==> src/rtl/rx_strb_pkg.sv <==
package rx_strb_pkg;

  typedef enum logic {
    RATE_HALF = 1'b0,
    RATE_FULL = 1'b1
  } rate_e;

  // {strobe1, strobe0} for a given mode, word half and word parity
  function automatic logic [1:0] strb_levels(rate_e rate, logic upper, logic odd);
    logic [1:0] lv;
    if (rate == RATE_FULL) begin
      lv = {1'b0, upper};
    end else begin
      lv[1] = upper ^ odd;
      lv[0] = ~lv[1];
    end
    return lv;
  endfunction

endpackage

==> src/rtl/rx_strb_hold.sv <==
module rx_strb_hold #(
  parameter int MAX_STRETCH = 20,
  localparam int CW = $clog2(MAX_STRETCH + 1)
) (
  input  logic          clk_i,
  input  logic          rst_ni,
  input  logic          tick_i,
  input  logic          stall_i,
  input  logic          word_vld_i,
  output logic          frz_o,
  output logic [CW-1:0] hcnt_o
);

  logic          hold_q;
  logic [CW-1:0] hcnt_q;
  logic          req, cap;

  assign req   = stall_i | hold_q;
  assign cap   = (hcnt_q == CW'(MAX_STRETCH));
  assign frz_o = req & ~cap;

  always_ff @(posedge clk_i or negedge rst_ni) begin
    if (!rst_ni) begin
      hold_q <= 1'b0;
      hcnt_q <= '0;
    end else begin
      // stall wins over release; cap forces release once stall drops
      if (stall_i)                hold_q <= 1'b1;
      else if (word_vld_i || cap) hold_q <= 1'b0;

      if (!req)                   hcnt_q <= '0;
      else if (tick_i && frz_o)   hcnt_q <= hcnt_q + 1'b1;
    end
  end

  assign hcnt_o = hcnt_q;

endmodule

==> src/rtl/rx_strb_phase.sv <==
module rx_strb_phase
  import rx_strb_pkg::*;
#(
  parameter int WORD_BITS = 10,
  localparam int PW = $clog2(WORD_BITS)
) (
  input  logic  clk_i,
  input  logic  rst_ni,
  input  logic  tick_i,
  input  logic  frz_i,
  input  logic  full_rate_i,
  output rate_e rate_o,
  output logic  upper_o,
  output logic  odd_o,
  output logic  adv_o,
  output logic  ld_o
);

  logic [PW-1:0] phase_q;
  logic          odd_q, ld_q;
  rate_e         rate_q;
  logic          adv, wrap;

  assign adv  = tick_i & ~frz_i;
  assign wrap = adv & (phase_q == PW'(WORD_BITS - 1));

  always_ff @(posedge clk_i or negedge rst_ni) begin
    if (!rst_ni) begin
      phase_q <= '0;
      odd_q   <= 1'b0;
      rate_q  <= RATE_FULL;
      ld_q    <= 1'b0;
    end else begin
      ld_q <= wrap;
      if (adv) begin
        if (wrap) begin
          phase_q <= '0;
          odd_q   <= ~odd_q;
          rate_q  <= full_rate_i ? RATE_FULL : RATE_HALF;
        end else begin
          phase_q <= phase_q + 1'b1;
        end
      end
    end
  end

  assign rate_o  = rate_q;
  assign upper_o = (phase_q >= PW'(WORD_BITS / 2));
  assign odd_o   = odd_q;
  assign adv_o   = adv;
  assign ld_o    = ld_q;

endmodule

==> src/rtl/rx_strb_out.sv <==
module rx_strb_out
  import rx_strb_pkg::*;
#(
  parameter int LANES = 2
) (
  input  logic             clk_i,
  input  logic             rst_ni,
  input  rate_e            rate_i,
  input  logic             upper_i,
  input  logic             odd_i,
  output logic [LANES-1:0] strb_o
);

  logic [1:0] lvl;

  assign lvl = strb_levels(rate_i, upper_i, odd_i);

  // registered per lane so the decode never reaches a pin
  for (genvar g = 0; g < LANES; g++) begin : g_lane
    logic q;
    always_ff @(posedge clk_i or negedge rst_ni) begin
      if (!rst_ni) q <= 1'b0;
      else         q <= lvl[g];
    end
    assign strb_o[g] = q;
  end

endmodule

==> src/rtl/rx_strb_gen.sv <==
module rx_strb_gen
  import rx_strb_pkg::*;
#(
  parameter int WORD_BITS   = 10,
  parameter int MAX_STRETCH = 2 * WORD_BITS
) (
  input  logic clk_i,
  input  logic rst_ni,
  input  logic bit_tick_i,
  input  logic full_rate_i,
  input  logic stall_i,
  input  logic word_vld_i,
  output logic strb0_o,
  output logic strb1_o,
  output logic word_ld_o
);

  localparam int CW = $clog2(MAX_STRETCH + 1);

  logic          frz, adv, upper, odd, full_q;
  logic [CW-1:0] hcnt;
  rate_e         rate_q;
  logic [1:0]    strb;

  rx_strb_hold #(.MAX_STRETCH(MAX_STRETCH)) u_hold (
    .clk_i      (clk_i),
    .rst_ni     (rst_ni),
    .tick_i     (bit_tick_i),
    .stall_i    (stall_i),
    .word_vld_i (word_vld_i),
    .frz_o      (frz),
    .hcnt_o     (hcnt)
  );

  rx_strb_phase #(.WORD_BITS(WORD_BITS)) u_phase (
    .clk_i       (clk_i),
    .rst_ni      (rst_ni),
    .tick_i      (bit_tick_i),
    .frz_i       (frz),
    .full_rate_i (full_rate_i),
    .rate_o      (rate_q),
    .upper_o     (upper),
    .odd_o       (odd),
    .adv_o       (adv),
    .ld_o        (word_ld_o)
  );

  rx_strb_out #(.LANES(2)) u_out (
    .clk_i   (clk_i),
    .rst_ni  (rst_ni),
    .rate_i  (rate_q),
    .upper_i (upper),
    .odd_i   (odd),
    .strb_o  (strb)
  );

  assign strb0_o = strb[0];
  assign strb1_o = strb[1];
  assign full_q  = (rate_q == RATE_FULL);

endmodule

==> config.mk <==
export PLATFORM = sky130hd
export DESIGN_NAME = rx_strb_gen
export DESIGN_NICKNAME = d
export VERILOG_FILES = /design/src/rtl/rx_strb_pkg.sv /design/src/rtl/rx_strb_hold.sv /design/src/rtl/rx_strb_phase.sv /design/src/rtl/rx_strb_out.sv /design/src/rtl/rx_strb_gen.sv
export SDC_FILE = /design/constraint.sdc
export NUM_CORES = 1
export LEC_CHECK = 0
export BUFFER_PORTS_ARGS = -buffer_cell sky130_fd_sc_hd__buf_2
export CORE_ASPECT_RATIO = 1.1
export CORE_MARGIN = 2
export CORE_UTILIZATION = 30
export DETAILED_ROUTE_END_ITERATION = 10
export SLEW_MARGIN = 10
export SYNTH_ARGS = -nofsm -noshare
export SYNTH_HDL_FRONTEND = slang
export SYNTH_SLANG_ARGS = --single-unit
==> constraint.sdc <==
create_clock -name clk_i -period 1.7 [get_ports clk_i]
set_input_delay 0.085 -clock clk_i [delete_from_list [all_inputs] [get_ports clk_i]]
set_output_delay 0.085 -clock clk_i [all_outputs]
set_load 0.02 [all_outputs]
==> key figures <==
Timing
  – Fmax: 0.646 GHz
  – Minimum clock period: about 1.5 ns
  – RSZ-0062 raised after global routing: no
  – Setup tns final: 0 ns
  – Rel. slew slack: between 70% and 80%
  – Worst-Margin Slew: 0.334 ns
  – Final setup viols: 0
  – Final Hold Viols: 0
  – Final Slew Violations: 0
  – Crit share post-route: 91.1%
  – Hold_ws: 0.0281 ns
  – Final clock skew: 0.00159 ns

GRT
  – Total grt overflow: 0
  – Largest net degree at the start of global routing: 16
  – Routing usage on met1: between 10% and 20%
  – First-pass GRT wire length: around 2100 um
  – Antenna violations before repair: 0
  – GR Util met3: approximately 2.4%
  – GR Layer Usage met2: approximately 14%
  – GRT Overall Usage: 9.47%
  – GRT Max-Usage Layer: met2
  – Vias in the first global route: about 490

Drt
  – DR vias: approximately 510
  – DRT Wirelength: 1180 um
  – Iter 0 DRT Violations: 9
  – # DRC: 0
  – Drt via density: approximately 4.5
  – Post-route ant nets: 0
  – Avg WL per Cell: 10.2 um
  – Drt first pass iters: 3

Die
  – # IOs: 9
  – Die Span X: 51.6 um
  – Die area: around 2900 um^2
  – Placement row count: 18
  – Die height: 56.4 um
  – Effective utilization at floorplan: about a third
  – Core area: 2300 um^2

Clock network
  – TritonCTS Buffers: 3
  – Htree depth: 1
  – Hold_buf cts: 1
  – Clk buf depth: 2
  – CTS tree: done
  – Clock latency on the worst-skew pair: 0.28 ns
  – Clock Tree Root: clkbuf_4
  – Worst-path clk slew: 0.09 ns
  – Clk sinks: 15
  – Postcts setup bufs: 0
  – Resize count post-CTS: 0

Power
  – VDD IR max: 807 uV
  – Cell Pwr Density: 1390 nW/um^2
  – P_leak: 0.419 nW
  – Overall Power: 1.22 mW

Logic synthesis
  – Synth area leaders: dfrtp_1 (47%), ha_1 (8.4%), xor2_1 (5.9%)
  – Synthesized net count: 81
  – Post-synth EDFFs: 0
  – #FFs+latches synth: 15
  – Syn Std Cell Area: 748 um^2
  – Async SR Flop Fraction: 100%
  – Seq/Total Area, Yosys: approximately 50%
  – Synth Instances: 70
  – Mean Syn Cell Area: 10.7 um^2
  – Unique masters post-synth: 23
  – Post-synth top area share: a little under half
  – Cell taking the most area after synthesis: dfrtp_1
  – Synth Flop Type: dfrtp_1
  – Synth warn: 0

Critical path
  – Crit path DAT: 1.77 ns
  – Kind of critical path: reg2reg
  – Cell family with most CP delay: flip-flops
  – Worst Path Buf+Inv: 1
  – Crit. path cell count: 6
  – Worst path slowest cell: dfrtp_1
  – Crit path from: u_hold.hcnt_o[0]
  – Reg2reg setup slack: 0.15 ns
  – CP Launch Type: flop
  – Critical-path maximum fanout: 9
  – Crit. End Element: flop
  – CP cell instances: inv_1 -> ha_1 -> and4b_4 -> o21ai_4 -> nor2_4 -> mux2_4
  – R2r endpoint: u_phase.rate_o
  – R2r worst-path depth: 6
  – CP required: between 1.5 and 2 ns
  – Crit path to: u_phase.rate_o
  – Reg-to-reg critical path startpoint: u_hold.hcnt_o[0]
  – Slowest stage delay, CP: approximately 0.38 ns

Cells and area
  – Fill cell count: about 240
  – Most frequent cells in the layout: dfrtp_1 (14), buf_2 (8), nor2_1 (7)
  – Area grow syn2layout: 17.7%
  – Layout cells sized above 1: 22.4%
  – Nets: 97
  – Most common cell after layout, fill and taps aside: dfrtp_1
  – Layout Cells excl Fill: 115
  – Antenna diodes: 0

Placed design
  – Final Wtd Congestion: just under 0.8
  – I/O Buffers: 8
  – Placed cell count: 109
  – Dpl hpwl: about 900 um

Status
  – Status: complete, no violations

Run
  – Max cap viols: 0

Hold path
  – Min-Delay Path Class: in2reg
[flip-flops by register name (all words and copies together), names as in the netlist]
| name | count |
|---|---|
| u_hold.hcnt_o | 5 |
| u_hold.hold_q | 1 |
| u_out.g_lane.q | 2 |
| u_phase.ld_o | 1 |
| u_phase.odd_o | 1 |
| u_phase.phase_q | 4 |
| u_phase.rate_o | 1 |
[through the flow]
stage	area [um^2]	setup slack, ns	util [%]
after floorplan	748	0.275	-
after global placement	833	0.223	36.3
after detailed placement	833	0.167	36.3
after CTS	871	0.149	37.9
after global routing	881	0.0728	38.3
final	881	0.151	38.3
[worst register-to-register path, cell delays in order (launching register included)]
cell and delay (ns):
dfrtp_1 0.38, inv_1 0.07, ha_1 0.22, and4b_4 0.19, o21ai_4 0.25, nor2_4 0.07
mux2_4 0.30
[report_power, final]
group / total (mW) / switching [mW] / internal (mW)
sequential: 0.605 / 0.115 / 0.490
clock: 0.203 / 0.116 / 0.0873
combinational: 0.415 / 0.217 / 0.198
total: 1.22 / 0.447 / 0.775
[synth_stat cells, types with 2 or more instances]
cell type  number
nor2_1          7
o21ai_0         5
ha_1            5
a21oi_1         2
dfrtp_1        14
nand3b_1        2
nand2_1         6
nand3_1         4
xor2_1          5
xnor2_1         2
inv_1           6
[worst min-delay path by stage]
stage | to | startpoint | slack, ns | depth (start not counted)
2_1_floorplan | u_hold.hcnt_o[0] | rst_ni | -0.21 | 0
3_3_place_gp | u_hold.hcnt_o[1] | rst_ni | 0.01 | 1
3_5_place_dp | u_hold.hcnt_o[1] | rst_ni | 0.009 | 1
4_1_cts | u_hold.hold_q | stall_i | 0.003 | 2
5_1_grt | u_phase.rate_o | full_rate_i | 0.009 | 2
6_report | u_phase.rate_o | full_rate_i | 0.03 | 2
[cell families (layout without fill, tap and decap cells)]
family	after synthesis	count (layout)	share of synthesized area, %
adder cells (fa/ha/maj)	5	5	8.36
multiplexers	1	1	2.01
flip-flops	15	15	50.3
buffers and inverters	6	21	3.01
AND/OR/NAND/NOR	26	26	19.1
AO/OA/AOI/OAI	10	10	9.03
XOR/XNOR	7	7	8.19
[layout make-up]
type	instances	area [um^2]	area share, %
clock buffer	3	22.5	2.56
timing repair buffer	11	67.6	7.67
multi-input combinational	49	349	39.6
inverter	6	22.5	2.56
sequential	15	377	42.8
tap	30	37.5	4.26
clock inverter	1	5.00	0.568
[per-layer routing]
layer  vias up  part of all wire [%]
li1        266                     -
met1       238                    50
met2         7                    46
met3         2                   2.6
met4         0                   1.4
met5         -                     0
No activity file was read; power rests on OpenSTA's default activity.
